File: src/rtl/dma_chain_pkg.sv
package dma_chain_pkg;

    typedef enum logic [1:0] {
        ST_IDLE = 2'd0,
        ST_MOVE = 2'd1,
        ST_SWAP = 2'd2
    } chan_state_t;

    localparam int REG_AW = 3;

    localparam logic [REG_AW-1:0] A_CTRL    = 3'd0;
    localparam logic [REG_AW-1:0] A_SRC     = 3'd1;
    localparam logic [REG_AW-1:0] A_DST     = 3'd2;
    localparam logic [REG_AW-1:0] A_CNT     = 3'd3;
    localparam logic [REG_AW-1:0] A_SRC_NX  = 3'd4;
    localparam logic [REG_AW-1:0] A_DST_NX  = 3'd5;
    localparam logic [REG_AW-1:0] A_CNT_NX  = 3'd6;
    localparam logic [REG_AW-1:0] A_STAT    = 3'd7;

    // CTRL bit positions
    localparam int B_RUN     = 0;
    localparam int B_ARM     = 1;
    localparam int B_SRC_INC = 2;
    localparam int B_DST_INC = 3;

    // STATUS bit positions
    localparam int B_BUSY = 0;
    localparam int B_CTZ  = 1;
    localparam int B_RLD  = 2;
    localparam int B_ERR  = 3;

endpackage

File: src/rtl/dma_chain_regs.sv
module dma_chain_regs
    import dma_chain_pkg::*;
#(
    parameter int ADDR_W = 16,
    parameter int CNT_W  = 8,
    parameter int DATA_W = 32
) (
    input  logic              clk,
    input  logic              rst_n,
    input  logic              wr_en,
    input  logic [REG_AW-1:0] reg_addr,
    input  logic [DATA_W-1:0] wr_data,
    output logic [DATA_W-1:0] rd_data,
    input  logic              busy,
    input  logic              beat,
    input  logic              do_reload,
    input  logic              ev_ctz,
    input  logic              ev_err,
    output logic              start,
    output logic [ADDR_W-1:0] src_q,
    output logic [ADDR_W-1:0] dst_q,
    output logic [CNT_W-1:0]  cnt_q,
    output logic              nx_cnt_zero,
    output logic              armed_q
);

    localparam int ARM_BIT = DATA_W - 1;

    logic [ADDR_W-1:0] src_nx_q, dst_nx_q;
    logic [CNT_W-1:0]  cnt_nx_q;
    logic              src_inc_q, dst_inc_q;
    logic              fl_ctz_q, fl_rld_q, fl_err_q;
    logic              ctrl_wr_idle, arm_set, stat_wr;
    logic              unused_wdata;

    assign unused_wdata = ^wr_data;
    assign ctrl_wr_idle = wr_en && (reg_addr == A_CTRL) && !busy;
    assign start        = ctrl_wr_idle && wr_data[B_RUN];
    assign arm_set      = (wr_en && (reg_addr == A_CNT_NX) && wr_data[ARM_BIT])
                        || (start && wr_data[B_ARM]);
    assign stat_wr      = wr_en && (reg_addr == A_STAT);
    assign nx_cnt_zero  = (cnt_nx_q == '0);

    // working set: reload, beat update, or software write while idle
    always_ff @(posedge clk) begin
        if (!rst_n) begin
            src_q <= '0;
            dst_q <= '0;
            cnt_q <= '0;
        end else if (do_reload) begin
            src_q <= src_nx_q;
            dst_q <= dst_nx_q;
            cnt_q <= cnt_nx_q;
        end else if (beat) begin
            cnt_q <= cnt_q - 1'b1;
            if (src_inc_q) src_q <= src_q + 1'b1;
            if (dst_inc_q) dst_q <= dst_q + 1'b1;
        end else if (wr_en && !busy) begin
            case (reg_addr)
                A_SRC:   src_q <= wr_data[ADDR_W-1:0];
                A_DST:   dst_q <= wr_data[ADDR_W-1:0];
                A_CNT:   cnt_q <= wr_data[CNT_W-1:0];
                default: ;
            endcase
        end
    end

    // reload set, writable at any time
    always_ff @(posedge clk) begin
        if (!rst_n) begin
            src_nx_q <= '0;
            dst_nx_q <= '0;
            cnt_nx_q <= '0;
        end else if (wr_en) begin
            case (reg_addr)
                A_SRC_NX: src_nx_q <= wr_data[ADDR_W-1:0];
                A_DST_NX: dst_nx_q <= wr_data[ADDR_W-1:0];
                A_CNT_NX: cnt_nx_q <= wr_data[CNT_W-1:0];
                default:  ;
            endcase
        end
    end

    // control bits and the single arm flag; a new arming beats consumption
    always_ff @(posedge clk) begin
        if (!rst_n) begin
            src_inc_q <= 1'b0;
            dst_inc_q <= 1'b0;
            armed_q   <= 1'b0;
        end else begin
            if (ctrl_wr_idle) begin
                src_inc_q <= wr_data[B_SRC_INC];
                dst_inc_q <= wr_data[B_DST_INC];
            end
            if (arm_set)
                armed_q <= 1'b1;
            else if (do_reload || ev_err)
                armed_q <= 1'b0;
        end
    end

    // sticky status, set has priority over write-one-to-clear
    always_ff @(posedge clk) begin
        if (!rst_n) begin
            fl_ctz_q <= 1'b0;
            fl_rld_q <= 1'b0;
            fl_err_q <= 1'b0;
        end else begin
            if (ev_ctz)                         fl_ctz_q <= 1'b1;
            else if (stat_wr && wr_data[B_CTZ]) fl_ctz_q <= 1'b0;
            if (do_reload)                      fl_rld_q <= 1'b1;
            else if (stat_wr && wr_data[B_RLD]) fl_rld_q <= 1'b0;
            if (ev_err)                         fl_err_q <= 1'b1;
            else if (stat_wr && wr_data[B_ERR]) fl_err_q <= 1'b0;
        end
    end

    always_comb begin
        rd_data = '0;
        case (reg_addr)
            A_CTRL: begin
                rd_data[B_RUN]     = busy;
                rd_data[B_ARM]     = armed_q;
                rd_data[B_SRC_INC] = src_inc_q;
                rd_data[B_DST_INC] = dst_inc_q;
            end
            A_SRC:    rd_data = DATA_W'(src_q);
            A_DST:    rd_data = DATA_W'(dst_q);
            A_CNT:    rd_data = DATA_W'(cnt_q);
            A_SRC_NX: rd_data = DATA_W'(src_nx_q);
            A_DST_NX: rd_data = DATA_W'(dst_nx_q);
            A_CNT_NX: begin
                rd_data          = DATA_W'(cnt_nx_q);
                rd_data[ARM_BIT] = armed_q;
            end
            default: begin
                rd_data[B_BUSY] = busy;
                rd_data[B_CTZ]  = fl_ctz_q;
                rd_data[B_RLD]  = fl_rld_q;
                rd_data[B_ERR]  = fl_err_q;
            end
        endcase
    end

endmodule

File: src/rtl/dma_chain_fsm.sv
module dma_chain_fsm
    import dma_chain_pkg::*;
(
    input  logic clk,
    input  logic rst_n,
    input  logic start,
    input  logic cnt_zero,
    input  logic cnt_one,
    input  logic nx_cnt_zero,
    input  logic armed,
    input  logic xfer_ack,
    input  logic xfer_err,
    output logic busy,
    output logic xfer_req,
    output logic beat,
    output logic ev_ctz,
    output logic ev_rld,
    output logic ev_err
);

    chan_state_t state_q, state_d;

    always_comb begin
        state_d = state_q;
        unique case (state_q)
            ST_IDLE: begin
                if (start) state_d = cnt_zero ? ST_SWAP : ST_MOVE;
            end
            ST_MOVE: begin
                if (xfer_err)                 state_d = ST_IDLE;
                else if (xfer_ack && cnt_one) state_d = ST_SWAP;
            end
            ST_SWAP: begin
                if (armed) state_d = nx_cnt_zero ? ST_SWAP : ST_MOVE;
                else       state_d = ST_IDLE;
            end
            default: state_d = ST_IDLE;
        endcase
    end

    always_ff @(posedge clk) begin
        if (!rst_n) state_q <= ST_IDLE;
        else        state_q <= state_d;
    end

    always_comb begin
        busy     = (state_q != ST_IDLE);
        xfer_req = (state_q == ST_MOVE);
        beat     = (state_q == ST_MOVE) && xfer_ack && !xfer_err;
        ev_err   = (state_q == ST_MOVE) && xfer_err;
        ev_ctz   = (state_q == ST_SWAP);
        ev_rld   = (state_q == ST_SWAP) && armed;
    end

endmodule

File: src/rtl/dma_chain_chan.sv
module dma_chain_chan
    import dma_chain_pkg::*;
#(
    parameter int ADDR_W = 16,
    parameter int CNT_W  = 8,
    parameter int DATA_W = 32
) (
    input  logic              clk,
    input  logic              rst_n,
    input  logic              reg_we,
    input  logic [2:0]        reg_addr,
    input  logic [DATA_W-1:0] reg_wdata,
    output logic [DATA_W-1:0] reg_rdata,
    output logic              xfer_req,
    output logic [ADDR_W-1:0] xfer_src,
    output logic [ADDR_W-1:0] xfer_dst,
    input  logic              xfer_ack,
    input  logic              xfer_err,
    output logic              chan_busy,
    output logic              evt_ctz,
    output logic              evt_reload,
    output logic              evt_buserr
);

    logic              start, beat, nx_cnt_zero, armed_q;
    logic [CNT_W-1:0]  cnt_q;
    logic [ADDR_W-1:0] src_q, dst_q;
    logic              cnt_zero, cnt_one;

    assign cnt_zero = (cnt_q == '0);
    assign cnt_one  = (cnt_q == CNT_W'(1));
    assign xfer_src = src_q;
    assign xfer_dst = dst_q;

    dma_chain_regs #(
        .ADDR_W (ADDR_W),
        .CNT_W  (CNT_W),
        .DATA_W (DATA_W)
    ) u_regs (
        .clk         (clk),
        .rst_n       (rst_n),
        .wr_en       (reg_we),
        .reg_addr    (reg_addr),
        .wr_data     (reg_wdata),
        .rd_data     (reg_rdata),
        .busy        (chan_busy),
        .beat        (beat),
        .do_reload   (evt_reload),
        .ev_ctz      (evt_ctz),
        .ev_err      (evt_buserr),
        .start       (start),
        .src_q       (src_q),
        .dst_q       (dst_q),
        .cnt_q       (cnt_q),
        .nx_cnt_zero (nx_cnt_zero),
        .armed_q     (armed_q)
    );

    dma_chain_fsm u_fsm (
        .clk         (clk),
        .rst_n       (rst_n),
        .start       (start),
        .cnt_zero    (cnt_zero),
        .cnt_one     (cnt_one),
        .nx_cnt_zero (nx_cnt_zero),
        .armed       (armed_q),
        .xfer_ack    (xfer_ack),
        .xfer_err    (xfer_err),
        .busy        (chan_busy),
        .xfer_req    (xfer_req),
        .beat        (beat),
        .ev_ctz      (evt_ctz),
        .ev_rld      (evt_reload),
        .ev_err      (evt_buserr)
    );

endmodule

File: config.mk
export PLATFORM = sky130hd
export DESIGN_NAME = dma_chain_chan
export DESIGN_NICKNAME = d
export VERILOG_FILES = /design/src/rtl/dma_chain_pkg.sv /design/src/rtl/dma_chain_regs.sv /design/src/rtl/dma_chain_fsm.sv /design/src/rtl/dma_chain_chan.sv
export SDC_FILE = /design/constraint.sdc
export NUM_CORES = 1
export LEC_CHECK = 0
export BUFFER_PORTS_ARGS = -buffer_cell sky130_fd_sc_hd__buf_2
export CORE_MARGIN = 2
export CORE_UTILIZATION = 60
export DETAILED_ROUTE_END_ITERATION = 16
export PLACE_DENSITY_LB_ADDON = 0.08
export REMOVE_ABC_BUFFERS = 1
export SLEW_MARGIN = 20
export SYNTH_ARGS = -nofsm -noshare
export SYNTH_HDL_FRONTEND = slang
export SYNTH_SLANG_ARGS = --single-unit
File: constraint.sdc
create_clock -name clk -period 3.1 [get_ports clk]
set_input_delay 0.31 -clock clk [delete_from_list [all_inputs] [get_ports clk]]
set_output_delay 0.31 -clock clk [all_outputs]
set_load 0.01 [all_outputs]
==> metrics <==
status completed; unrepaired setup endpoints after global routing no; vias in the first global route 5799; multiplexer area fraction after synthesis 0.07447; Simple-Gate Fraction of Synth Area 0.2322; relative slew slack 0.4323; number of flops mapped to enable cells by yosys 0; xor/xnor share of the synthesized area 0.01413; Clk pin slew, worst setup/hold paths 100 ps; top_reg_cell synth dfxtp_1; port bufs 78; Overflow after GRT 0; fin crit period 2676 ps; cts hold-fix bufs 0; skew final 9.782 ps; largest net degree at the start of global routing 51; GP Congestion 0.9176; final wirelength 19610 um; placed cell areas 6021 um2; adder-cell share of the synthesized area 0.008973; Area growth syn-to-layout 11.46%; Residual DRC 0; DR vias 6218; CTS tree yes; Ys Warns 0; H-tree depth 3; Total GRT Usage 0.3885; sequential cell area fraction in the yosys report 0.3158; Compound-Gate Fraction of Synth Area 0.2757; Pleak 2.401 nW; post-synthesis register bit count 88; IO Count 109; # Post-CTS Setup Buffers 0; Clock Path Buffers 2; Core Util, Final 0.6826; nature of the critical path startpoint flop; Final Max Tran Viols 0; Crit-path slowest cell mux4_2; Syn Inst Count 750; post-DR vias/cell 6.744; Pwr Density 404.2 nW/um2; final hold slack 202.2 ps; post-synth top area cell dfxtp_1; antenna violations before repair 0; commonest cells after routing, fill and taps aside nand2_1 (148), a21oi_1 (111), dfxtp_1 (88); IR drop worst, VDD 339.3 uV; fillers 804; Worst Path Class, Setup reg2out; largest family of logic cells by synthesized area compound AO/OA/AOI/OAI gates; Worst Hold Depth 3; worst setup margin 424.3 ps; max incr delay on CP 490 ps; path length in cells of the critical path 7; most common cell after layout, fill and taps aside nand2_1; CP required 2790 ps; Pre-antenna DRT Iters 6; Cell Chain, Critical Path buf_4 -> nor2_1 -> inv_2 -> mux4_2 -> nor2_1 -> nor2_1 -> buf_2; antenna cell count 0; Synth Area per Inst 7.437 um2; share of cells above drive strength 1 0.1985; most used cell, CP nor2_1; Max Cap Viol 0; Critical Path AT 2370 ps; Die W 100.4 um; Core ar. 9109 um2; Routed Antenna Nets 0; first-pass GRT wire length 30330 um; HPWL after DPL 13370 um; # setup viols final 0; Final Cell Area 6217 um2; Root Driver clkbuf_8; maximum fanout along the worst path 8; post-cts sizing count 0; CP bufs+invs 3; kind of path behind the tightest hold check in2reg; WL/cell 21.27 um; top cells by area, synth dfxtp_1 (32%), a21oi_1 (10%), nand2_1 (10%); Num CTS Buffers 9; initial DRC count 650; Hold Violations, Final 0; num rows 35; # nets final 850; Worst Tran Pin Value 845.0 ps; post-synthesis cell area 5578 um2; top-area cell type share of the netlist area 0.3158; Worst setup EP type output pin; FFs w/ async S/R, synth 0; Initial Utilization 0.6124; clk sinks 88; die height 100.4 um; reg2reg path depth 5; pre-CTS setup slack 706.2 ps; die area 10080 um2; fin crit share 0.8631; fmax 373.7 MHz; Skew-Pair Late Insertion Delay 370 ps; synth unique cells 63; CP top delay family buffers and inverters
[synth_stat cells, types with 11 or more instances]
library cell / n
a21oi_1: 111
buf_2: 12
buf_4: 16
clkbuf_1: 39
dfxtp_1: 88
inv_1: 11
mux2_2: 12
mux2i_1: 13
nand2_1: 148
nand3_1: 23
nor2_1: 34
nor3_1: 20
o21ai_0: 36
o21ai_1: 21
[final cells by class]
cell class / instances / area (um2) / area share
multi-input combinational: 588 / 3453 / 0.5554
clock buffer: 10 / 127.6 / 0.02053
timing repair buffer: 104 / 610.6 / 0.09821
clock inverter: 6 / 68.82 / 0.01107
sequential: 88 / 1762 / 0.2834
tap: 111 / 138.9 / 0.02234
inverter: 15 / 56.30 / 0.009056
[where the power goes]
group | internal, W | switching, W
clock | 0.000378 | 0.000450
sequential | 0.00117 | 0.0000569
combinational | 0.000167 | 0.000296
[state kept, by name, indices dropped and copies added, names as in the netlist]
name,cells
u_fsm.state_q,2
u_regs.armed_q,1
u_regs.cnt_nx_q,8
u_regs.cnt_q,8
u_regs.dst_inc_q,1
u_regs.dst_nx_q,16
u_regs.dst_q,16
u_regs.fl_ctz_q,1
u_regs.fl_err_q,1
u_regs.fl_rld_q,1
u_regs.src_inc_q,1
u_regs.src_nx_q,16
u_regs.src_q,16
[per-stage QoR]
step	instances	total power, W	TNS (ps)
2_1_floorplan	691	0.001490	-54880
3_3_place_gp	906	0.001679	0
3_5_place_dp	906	0.001693	0
4_1_cts	922	0.002501	0
5_1_grt	922	0.002590	0
6_report	922	0.002513	0
[worst register-to-register path, stage by stage, from the launching register on]
cell and delay, ps:
dfxtp_1 460, or3b_1 650, mux2_4 400, a31o_1 410, a221oi_1 320, nor3_1 90
[path summary, 6_finish.rpt]
path | from | to | slack (ps)
setup / recovery | u_fsm.state_q[1] | reg_rdata[0] | 420
hold / removal | reg_wdata[31] | u_regs.armed_q | 200
setup reg to reg | u_fsm.state_q[1] | u_regs.dst_q[5] | 650
hold reg to reg | u_regs.fl_rld_q | u_regs.fl_rld_q | 470
[cells by family after synthesis]
kind of cell,count (synthesis)
AOI/OAI and AO/OA,246
xor gates and xnor gates,9
adders and majority gates,4
buffers and inverters,88
DFF,88
muxes,32
other,1
and+or+nand+nor,282
[layer usage]
layer / global-route usage / vias up / share of wire
met5: 0 / - / 0
met4: 0.2002 / 0 / 0.040
met3: 0.07173 / 73 / 0.12
met2: 0.5834 / 441 / 0.45
met1: 0.5332 / 2912 / 0.40
li1: - / 2792 / -
Note: power is estimated with default switching activity, not from simulation.
